**src/rtl/pwm_tmr_pkg.sv**
```systemverilog
package pwm_tmr_pkg;

    localparam int SEL_W = 3;

    typedef struct packed {
        logic             abrupt;  // bit 6
        logic             pol;     // bit 5
        logic             oe;      // bit 4
        logic             src;     // bit 3
        logic [SEL_W-1:0] sel;     // bits 2:0
    } ctrl_t;

    localparam int CTRL_W = $bits(ctrl_t);

    typedef enum logic [1:0] {
        REG_CNT  = 2'd0,
        REG_DUTY = 2'd1,
        REG_PER  = 2'd2,
        REG_CTRL = 2'd3
    } reg_sel_e;

endpackage

```
**src/rtl/pwm_prescale.sv**
```systemverilog
module pwm_prescale #(
    parameter int SEL_W = 3,
    parameter int STEPS = 6,
    localparam int DIV_W = (2 * (STEPS - 1) > 0) ? 2 * (STEPS - 1) : 1
) (
    input  logic             clk,
    input  logic             rst_n,
    input  logic             run,
    input  logic             src_tick,
    input  logic             restart,
    input  logic [SEL_W-1:0] sel,
    output logic             tick
);
    localparam logic [SEL_W-1:0] SEL_MAX = SEL_W'(STEPS - 1);

    typedef struct packed {
        logic [DIV_W-1:0] phase;
    } pre_st_t;

    pre_st_t          st_q, st_d;
    logic [SEL_W-1:0] sel_eff;
    logic [DIV_W-1:0] limit;

    always_comb begin
        sel_eff = (sel > SEL_MAX) ? SEL_MAX : sel;
        limit   = '0;
        for (int i = 0; i < STEPS; i++) begin
            if (sel_eff == SEL_W'(i)) limit = DIV_W'((64'd1 << (2 * i)) - 64'd1);
        end
        tick = run && src_tick && (st_q.phase == limit);
        st_d = st_q;
        if (restart || !run) begin
            st_d.phase = '0;
        end else if (src_tick) begin
            st_d.phase = tick ? '0 : st_q.phase + 1'b1;
        end
    end

    always_ff @(posedge clk) begin
        if (!rst_n) st_q <= '0;
        else        st_q <= st_d;
    end

endmodule

```
**src/rtl/pwm_count.sv**
```systemverilog
module pwm_count #(
    parameter int CNT_W = 16
) (
    input  logic             clk,
    input  logic             rst_n,
    input  logic             tick,
    input  logic             load_en,
    input  logic [CNT_W-1:0] load_val,
    input  logic             clear,
    input  logic [CNT_W-1:0] period,
    input  logic [CNT_W-1:0] duty,
    output logic [CNT_W-1:0] count,
    output logic             wrap_now,
    output logic             raw_active,
    output logic             done
);
    typedef struct packed {
        logic [CNT_W-1:0] count;
        logic             done;
    } cnt_st_t;

    cnt_st_t          st_q, st_d;
    logic [CNT_W-1:0] next_up;

    always_comb begin
        next_up  = st_q.count + 1'b1;
        wrap_now = tick && (next_up == period);
        st_d      = st_q;
        st_d.done = wrap_now;
        if (load_en)       st_d.count = load_val;
        else if (clear)    st_d.count = '0;
        else if (wrap_now) st_d.count = '0;
        else if (tick)     st_d.count = next_up;
    end

    always_ff @(posedge clk) begin
        if (!rst_n) st_q <= '0;
        else        st_q <= st_d;
    end

    assign count      = st_q.count;
    assign done       = st_q.done;
    assign raw_active = (st_q.count >= duty);

endmodule

```
**src/rtl/pwm_outgate.sv**
```systemverilog
module pwm_outgate (
    input  logic clk,
    input  logic rst_n,
    input  logic oe_next,
    input  logic abrupt_next,
    input  logic pol,
    input  logic wrap_now,
    input  logic raw_active,
    output logic pin
);
    typedef struct packed {
        logic run;
    } gate_st_t;

    gate_st_t st_q, st_d;

    always_comb begin
        st_d = st_q;
        if (oe_next)          st_d.run = 1'b1;
        else if (abrupt_next) st_d.run = 1'b0;
        else if (wrap_now)    st_d.run = 1'b0;
    end

    always_ff @(posedge clk) begin
        if (!rst_n) st_q <= '0;
        else        st_q <= st_d;
    end

    assign pin = st_q.run ? (raw_active ^ pol) : pol;

endmodule

```
**src/rtl/pwm_timer_chan.sv**
```systemverilog
module pwm_timer_chan
    import pwm_tmr_pkg::*;
#(
    parameter int CNT_W = 16,
    parameter int STEPS = 6
) (
    input  logic             clk,
    input  logic             rst_n,
    input  logic             ext_tick,
    input  logic             wr_en,
    input  logic [1:0]       wr_sel,
    input  logic [CNT_W-1:0] wr_data,
    input  logic             cnt_en,
    output logic             pwm_out,
    output logic             period_done
);
    typedef struct packed {
        ctrl_t            ctrl;
        logic [CNT_W-1:0] duty;
        logic [CNT_W-1:0] period;
    } regs_t;

    regs_t            regs_q, regs_d;
    logic             wr_cnt, wr_duty, wr_per, wr_ctrl;
    logic             src_tick, tick, wrap_now, raw_active;
    logic [CNT_W-1:0] count_w, duty_w, period_w;

    always_comb begin
        wr_cnt   = wr_en && (reg_sel_e'(wr_sel) == REG_CNT);
        wr_duty  = wr_en && (reg_sel_e'(wr_sel) == REG_DUTY);
        wr_per   = wr_en && (reg_sel_e'(wr_sel) == REG_PER);
        wr_ctrl  = wr_en && (reg_sel_e'(wr_sel) == REG_CTRL);
        regs_d   = regs_q;
        if (wr_duty) regs_d.duty   = wr_data;
        if (wr_per)  regs_d.period = wr_data;
        if (wr_ctrl) regs_d.ctrl   = ctrl_t'(wr_data[CTRL_W-1:0]);
        src_tick = regs_q.ctrl.src ? ext_tick : 1'b1;
    end

    always_ff @(posedge clk) begin
        if (!rst_n) regs_q <= '0;
        else        regs_q <= regs_d;
    end

    assign duty_w   = regs_q.duty;
    assign period_w = regs_q.period;

    pwm_prescale #(.SEL_W(SEL_W), .STEPS(STEPS)) u_pre (
        .clk      (clk),
        .rst_n    (rst_n),
        .run      (cnt_en),
        .src_tick (src_tick),
        .restart  (wr_ctrl),
        .sel      (regs_q.ctrl.sel),
        .tick     (tick)
    );

    pwm_count #(.CNT_W(CNT_W)) u_cnt (
        .clk        (clk),
        .rst_n      (rst_n),
        .tick       (tick),
        .load_en    (wr_cnt),
        .load_val   (wr_data),
        .clear      (wr_duty || wr_per),
        .period     (regs_q.period),
        .duty       (regs_q.duty),
        .count      (count_w),
        .wrap_now   (wrap_now),
        .raw_active (raw_active),
        .done       (period_done)
    );

    pwm_outgate u_gate (
        .clk         (clk),
        .rst_n       (rst_n),
        .oe_next     (regs_d.ctrl.oe),
        .abrupt_next (regs_d.ctrl.abrupt),
        .pol         (regs_q.ctrl.pol),
        .wrap_now    (wrap_now),
        .raw_active  (raw_active),
        .pin         (pwm_out)
    );

endmodule

```
**config.mk**
```make
export PLATFORM = sky130hd
export DESIGN_NAME = pwm_timer_chan
export DESIGN_NICKNAME = d
export VERILOG_FILES = /design/src/rtl/pwm_tmr_pkg.sv /design/src/rtl/pwm_prescale.sv /design/src/rtl/pwm_count.sv /design/src/rtl/pwm_outgate.sv /design/src/rtl/pwm_timer_chan.sv
export SDC_FILE = /design/constraint.sdc
export NUM_CORES = 1
export LEC_CHECK = 0
export BUFFER_PORTS_ARGS = -buffer_cell sky130_fd_sc_hd__clkbuf_2
export CAP_MARGIN = 20
export CORE_UTILIZATION = 60
export CTS_BUF_LIST = sky130_fd_sc_hd__clkbuf_8
export DETAILED_ROUTE_END_ITERATION = 16
export GPL_ROUTABILITY_DRIVEN = 0
export GPL_TIMING_DRIVEN = 0
export PLACE_DENSITY_LB_ADDON = 0.2
export SETUP_SLACK_MARGIN = 0.1
export SYNTH_ARGS = -nofsm -noshare
export SYNTH_HDL_FRONTEND = slang
export SYNTH_SLANG_ARGS = --single-unit
```
**constraint.sdc**
```tcl
create_clock -name clk -period 3.8 [get_ports clk]
set_clock_uncertainty 0.2 [all_clocks]
set_input_delay 1.14 -clock clk [delete_from_list [all_inputs] [get_ports clk]]
set_output_delay 1.14 -clock clk [all_outputs]
set_load 0.02 [all_outputs]
```
Yosys cells after proc, flatten, opt, wreduce, memory -nomap -nowiden:

Cells that the tools add are included.

* add/subtract/negate cells: 2
* order comparisons: 2
* eq/ne operators: 10
* mux-type cells: 17
* bitwise operators: 2
* reductions and logical operators: 14

Operators by type and width (number)
* $mux 16: 4
* $mux 10: 2
* $add 16x1->16 const B: 1
* $eq 16x16->1: 1
* $ge 16x16->1: 1
* $add 10x1->10 const B: 1
* $eq 10x10->1: 1
* $mux 8: 1
* $logic_and 1x1->1: 7
* $mux 7: 1
* $eq 3x2->1 const B: 2
* $eq 3x3->1 const B: 2
* $mux 6: 1
* $mux 1: 5
* $eq 2x2->1 const B: 2
* $mux 4: 1
* $reduce_bool 4->1: 1
* $eq 3x1->1 const B: 1
* $gt 3x3->1 const B: 1
* $mux 3: 1
* $reduce_bool 3->1: 1
* $eq 2x1->1 const B: 1
* $logic_not 2->1: 1
* $logic_or 1x1->1: 2
* 5 further kinds: 5

* bits in registers: 67
* input bits: 23
* output and inout port bits: 2
* logic and storage cells: 58

Longest topological paths before layout:

* depth in word-level cells: 14
* mapped depth: 10
* depth with buffers taken out: 9

Hierarchy:

Synthesis repeated with hierarchy kept, for this count alone.

* cell total of the unflattened synthesis: 512
* area total of the unflattened synthesis: 4354.2 µm²

Modules (own cells, without submodules)
* pwm_count: instances 1, cells an instance 285, area each 2139.6 µm², sequential area each 340.3 µm²
* pwm_timer_chan: instances 1, cells an instance 154, area each 1559.0 µm², sequential area each 780.7 µm²
* pwm_prescale: instances 1, cells an instance 68, area each 603.1 µm², sequential area each 200.2 µm²
* pwm_outgate: instances 1, cells an instance 5, area each 52.6 µm², sequential area each 20.0 µm²

Worst setup path after synthesis:

OpenSTA, ideal clock, no wires.

* kind: reg-to-output
* start: register u_cnt.st_q, in the netlist u_cnt.count[0]
* end: output port pwm_out
* arrival time: 1.920 ns
* required time: 2.460 ns
* slack: 0.540 ns
* cell stages (with the launch flop): 10
* buffers on the path: 0
* path through: dfxtp_1 -> inv_1 -> ha_1 -> nand2b_1 -> a21o_1 -> a21o_1 -> a211oi_1 -> o21ai_0 -> a21oi_1 -> xnor2_1

* longest elaborated chain between the ends: 3

RTL lines
* from (decl): line pwm_count.sv:22 `cnt_st_t st_q, st_d;`
* from (signal assigned): line pwm_count.sv:38 `else st_q <= st_d;`
* $ge 16x16->1: line pwm_count.sv:43 `assign raw_active = (st_q.count >= duty);`
* $xor 1x1->1: line pwm_outgate.sv:29 `assign pin = st_q.run ? (raw_active ^ pol) : pol;`
* $mux 1: line pwm_outgate.sv:29
* to (decl): line pwm_timer_chan.sv:14 `output logic pwm_out,`

No other way between the ends.

Final worst setup path:

Ends and elaborated chain as after synthesis.

==> results.txt <==
- Worst flop-to-flop path endpoint: u_cnt.count[4]
* Overall die area: between 6000 and 7000 um^2
* Library cell used as clock root buffer: sky130_fd_sc_hd__clkbuf_8
* Top-level I/O count: 25
- Min-delay worst type: flop to flop
- The largest single stage delay on the critical path is 0.35 ns.
- After synthesis, the largest family of logic cells by area is simple AND/OR/NAND/NOR gates.
* Final Hold Violating Endpoints: 0
* Warnings, synthesis: 0
* Compound-cell area share of the yosys netlist: 21.1%
- Worst path slowest cell: sky130_fd_sc_hd__dfxtp_4
- Crit Path Max Fanout: 2
* Most used cell, CP: sky130_fd_sc_hd__a21o_1
* DRC Markers: 0
- Count of fill cells added during filler insertion: between 400 and 500
- Core area: 6060 um^2
- The H-tree was split into 3 levels.
* Most common library cell in the layout ignoring fill and taps: sky130_fd_sc_hd__nand2_1
- The critical path goes through inv_4 -> ha_4 -> nand2b_4 -> a21o_1 -> a21o_1 -> a211oi_2 -> o21ai_2 -> a21oi_2 -> xnor2_1 -> buf_4.
- Via count of the first global-routing pass: 3129
* Grt total ovfl: 0
- Row count: 28
- Headroom to the max-slew limit came out at 54.6%.
- Post-synthesis instance area: 3860 um^2
- For the worst setup path, the data required time is about 2.5 ns.
* GRT met2 Usage: approximately 48%
- The count of nets left with antenna violations once routing finished came out at 0.
- Syn Area/Cell: between 8 and 9 um^2
- When the netlist entered floorplanning its net count stood at 517.
- Number of max-cap violations: 0
- N_diodes: 0
* Antenna violations before repair: 0
- Most used cells in the layout excluding fill and tap cells: sky130_fd_sc_hd__nand2_1, sky130_fd_sc_hd__dfxtp_1, sky130_fd_sc_hd__a21boi_0
- By area the synthesized netlist is led by sky130_fd_sc_hd__dfxtp_1, sky130_fd_sc_hd__nand2_1, sky130_fd_sc_hd__a21boi_0.
- Dividing the detail-routed wire length by the instance count gives 16.6 um.
- In this run the deepest clock path goes through 2 buffers.
- Met1 layer usage reported by global route: between 40% and 50%
* Top FF cell, synth: sky130_fd_sc_hd__dfxtp_1
- Number of buffers inserted during clock tree synthesis: 9
- Compared with the post-synthesis result, the final layout area differs by 12.2%.
- Global routing consumed, on the met3 layer, under 10% of the routing resources.
* Final worst-path cycle share: 94.3%
- Clock transition time at the flip-flop clock pins of the worst setup and hold paths: 0.07 ns
- CTS tree: built
* Critical path start-end classification: flop to primary output
* Share of synthesized cell area in full adder, half adder and majority cells: 5.83%
- Worst R2R Path Depth: 10
* Vias after detailed routing: 3606
* Critical Path End Type: primary output
- The worst setup path is launched from a flop.
- Cells with a size suffix above 1 make up 12.0% of the layout.
* Simple-gate share of the synthesized area: 23.3%
- The clock net in this run drives a total of 67 sinks.
- Start point of the critical path: u_cnt.count[0]
* Half-perimeter wire length after placement: 7140 um
- Overall routed net length: between 9000 and 10000 um
- Summed over all failing endpoints, the final setup total negative slack is 0 ns.
- From left edge to right edge, the die measures 82.2 um.
- Largest area contributor in the netlist: sky130_fd_sc_hd__dfxtp_1
* Overall track demand over capacity in global routing: 31.3%
* Worst Hold End: duty_w[2]
- Number of instances on the worst hold path: 2
- The clock reaches the later pin of the worst-skew pair after 0.36 ns.
* Slew Viols, Final: 0
- Of all flip-flops after synthesis, the portion carrying an async set or reset was 0%.
- Measured along the y axis, the die boundary spans slightly above 80 um.
- After the first detailed-routing iteration, the DRC count stood at 555.
- Hold_ws: 0.265 ns
* Startpoint of the most critical hold path: duty_w[2]
- Shortest clock period the worst path allows after layout: 3.59 ns
- Port buffering added 23 buffers.
- Cell area power density: 399 nW/um^2
- The synthesized design contains 0 enable-type register cells.
- After synthesis the netlist holds a flip-flop and latch count of 67.
- Vias per inst: 6.09
- Startpoint of the lowest-slack register-to-register path: u_cnt.count[0]
- The net count of the finished layout is around 550.
- The setup check on the worst reg-to-reg path leaves a slack of 0.70 ns.
- Leakage component of the power: about 1.7 nW
- Unrepaired setup endpoints after global routing: false
- Pre-antenna DRT Iters: 6
* Status: completed
* Share of the core filled with cells: 71.5%
* Transition time at the pin with the least slew margin: 0.676 ns
- Setup violations remaining at the end of the flow were counted as 0.
- Synthesis handed over a netlist of 476 instances.
- Of the post-synthesis cell area, the part taken by muxes is 2.36%.
- The worst-case IR drop observed on VDD is 0.246 mV.
- Entering global routing, the biggest net connects 12 pins.
- At the worst endpoint, the arrival time is 2.25 ns.
- FMAX: 279 MHz
- Of the post-synthesis cell area, the dominant cell type holds 34.7%.
- Summing the areas of all xor and xnor instances in the mapped netlist gives 7.71% of the synthesized area.
- The netlist uses 51 different library cells.
* Post-synthesis sequential area ratio: 34.7%
- The global routing stage identified its most utilized layer as met2.
* Effective utilization at floorplan: 63.7%
- Global-route wire length before repair: around 15000 um
[layout make-up]
type | instances | area (um^2) | share of cell area (%)
tap | 75 | 93.8 | 2.17
sequential | 67 | 1350 | 31.1
buffer | 26 | 116 | 2.68
clock buffer | 11 | 151 | 3.49
inverter | 20 | 77.6 | 1.79
clock inverter | 5 | 52.6 | 1.21
timing repair buffer | 25 | 133 | 3.06
multi-input combinational | 363 | 2360 | 54.5
[timing repair]
action                                  in CTS  in global routing
resized for setup                            6                  8
endpoints found under the setup margin       1                  1
gates cloned                                 0                  0
pin swaps                                    3                  6
setup buffers                                1                  1
endpoints found under the hold margin        0                  0
hold buffers                                 0                  0
[metal layers]
| metal | vias to the layer above | wire length (um) |
|---|---|---|
| li1 | 1746 | - |
| met1 | 1688 | 4330 |
| met2 | 155 | 4450 |
| met3 | 17 | 883 |
| met4 | 0 | 166 |
| met5 | - | 0 |
[cell usage after synthesis, types with 3 or more instances]
cell / instances
sky130_fd_sc_hd__nand3_1: 14
sky130_fd_sc_hd__a21o_1: 5
sky130_fd_sc_hd__nand2_1: 82
sky130_fd_sc_hd__nor4_1: 3
sky130_fd_sc_hd__dfxtp_1: 67
sky130_fd_sc_hd__and4_1: 5
sky130_fd_sc_hd__nor3_1: 9
sky130_fd_sc_hd__nor2_1: 23
sky130_fd_sc_hd__mux2i_1: 8
sky130_fd_sc_hd__a21boi_0: 32
sky130_fd_sc_hd__xnor2_1: 19
sky130_fd_sc_hd__a21oi_1: 10
sky130_fd_sc_hd__or2_2: 3
sky130_fd_sc_hd__clkbuf_1: 19
sky130_fd_sc_hd__o21ai_1: 4
sky130_fd_sc_hd__ha_1: 18
sky130_fd_sc_hd__xor2_1: 15
sky130_fd_sc_hd__nor2b_1: 12
sky130_fd_sc_hd__o21ai_0: 28
sky130_fd_sc_hd__inv_1: 20
sky130_fd_sc_hd__nor3b_1: 3
sky130_fd_sc_hd__and3_1: 7
sky130_fd_sc_hd__buf_2: 3
sky130_fd_sc_hd__nand4_1: 8
sky130_fd_sc_hd__and2_1: 3
sky130_fd_sc_hd__o211ai_1: 3
sky130_fd_sc_hd__a22o_1: 16
sky130_fd_sc_hd__o31ai_1: 7
[state kept, by name, summed over array words and instances (netlist names)]
name and count:
duty_w 16, period_w 16, regs_q 7, u_pre.st_q 10
u_gate.st_q 1, u_cnt.count 16, u_cnt.done 1
[through the flow]
| stage | power, mW | setup slack [ns] | instance area, um^2 | std cells |
|---|---|---|---|---|
| 2_1_floorplan | 1.00 | 0.540 | 3860 | 476 |
| 3_3_place_gp | 1.09 | 0.200 | 4070 | 574 |
| 3_5_place_dp | 1.10 | 0.183 | 4070 | 574 |
| 4_1_cts | 1.72 | 0.105 | 4300 | 591 |
| 5_1_grt | 1.81 | 0.0938 | 4330 | 592 |
| 6_report | 1.73 | 0.215 | 4330 | 592 |
[how the worst max path moves through the flow]
stage	to	slack [ns]	depth (start not counted)
6_report	pwm_out	0.21	10
5_1_grt	pwm_out	0.09	10
4_1_cts	pwm_out	0.11	10
3_5_place_dp	pwm_out	0.18	10
3_3_place_gp	pwm_out	0.20	10
2_1_floorplan	pwm_out	0.54	9
[cells by family after synthesis]
| logic type | count (synthesis) |
|---|---|
| buf+inv | 46 |
| fa+ha+maj | 18 |
| mux | 9 |
| xor+xnor | 34 |
| compound gates | 119 |
| flops | 67 |
| simple gates | 183 |
[worst max-delay path, delay by kind of cell, from the launching register on]
kind | cells | cell delay, ns
flip-flops | 1 | 0.35
buffers and inverters | 2 | 0.22
AO/OA/AOI/OAI | 5 | 0.87
XOR/XNOR | 1 | 0.13
AND/OR/NAND/NOR | 1 | 0.12
adder cells (fa/ha/maj) | 1 | 0.18
[report_power, final]
part           total (mW)  leakage [nW]  switching (mW)  internal [mW]
Clock               0.623         0.110           0.288          0.335
Combinational       0.332          1.01           0.189          0.143
Sequential          0.775         0.547          0.0395          0.735
Total                1.73          1.67           0.516           1.21
No activity file was read; power rests on OpenSTA's default activity.
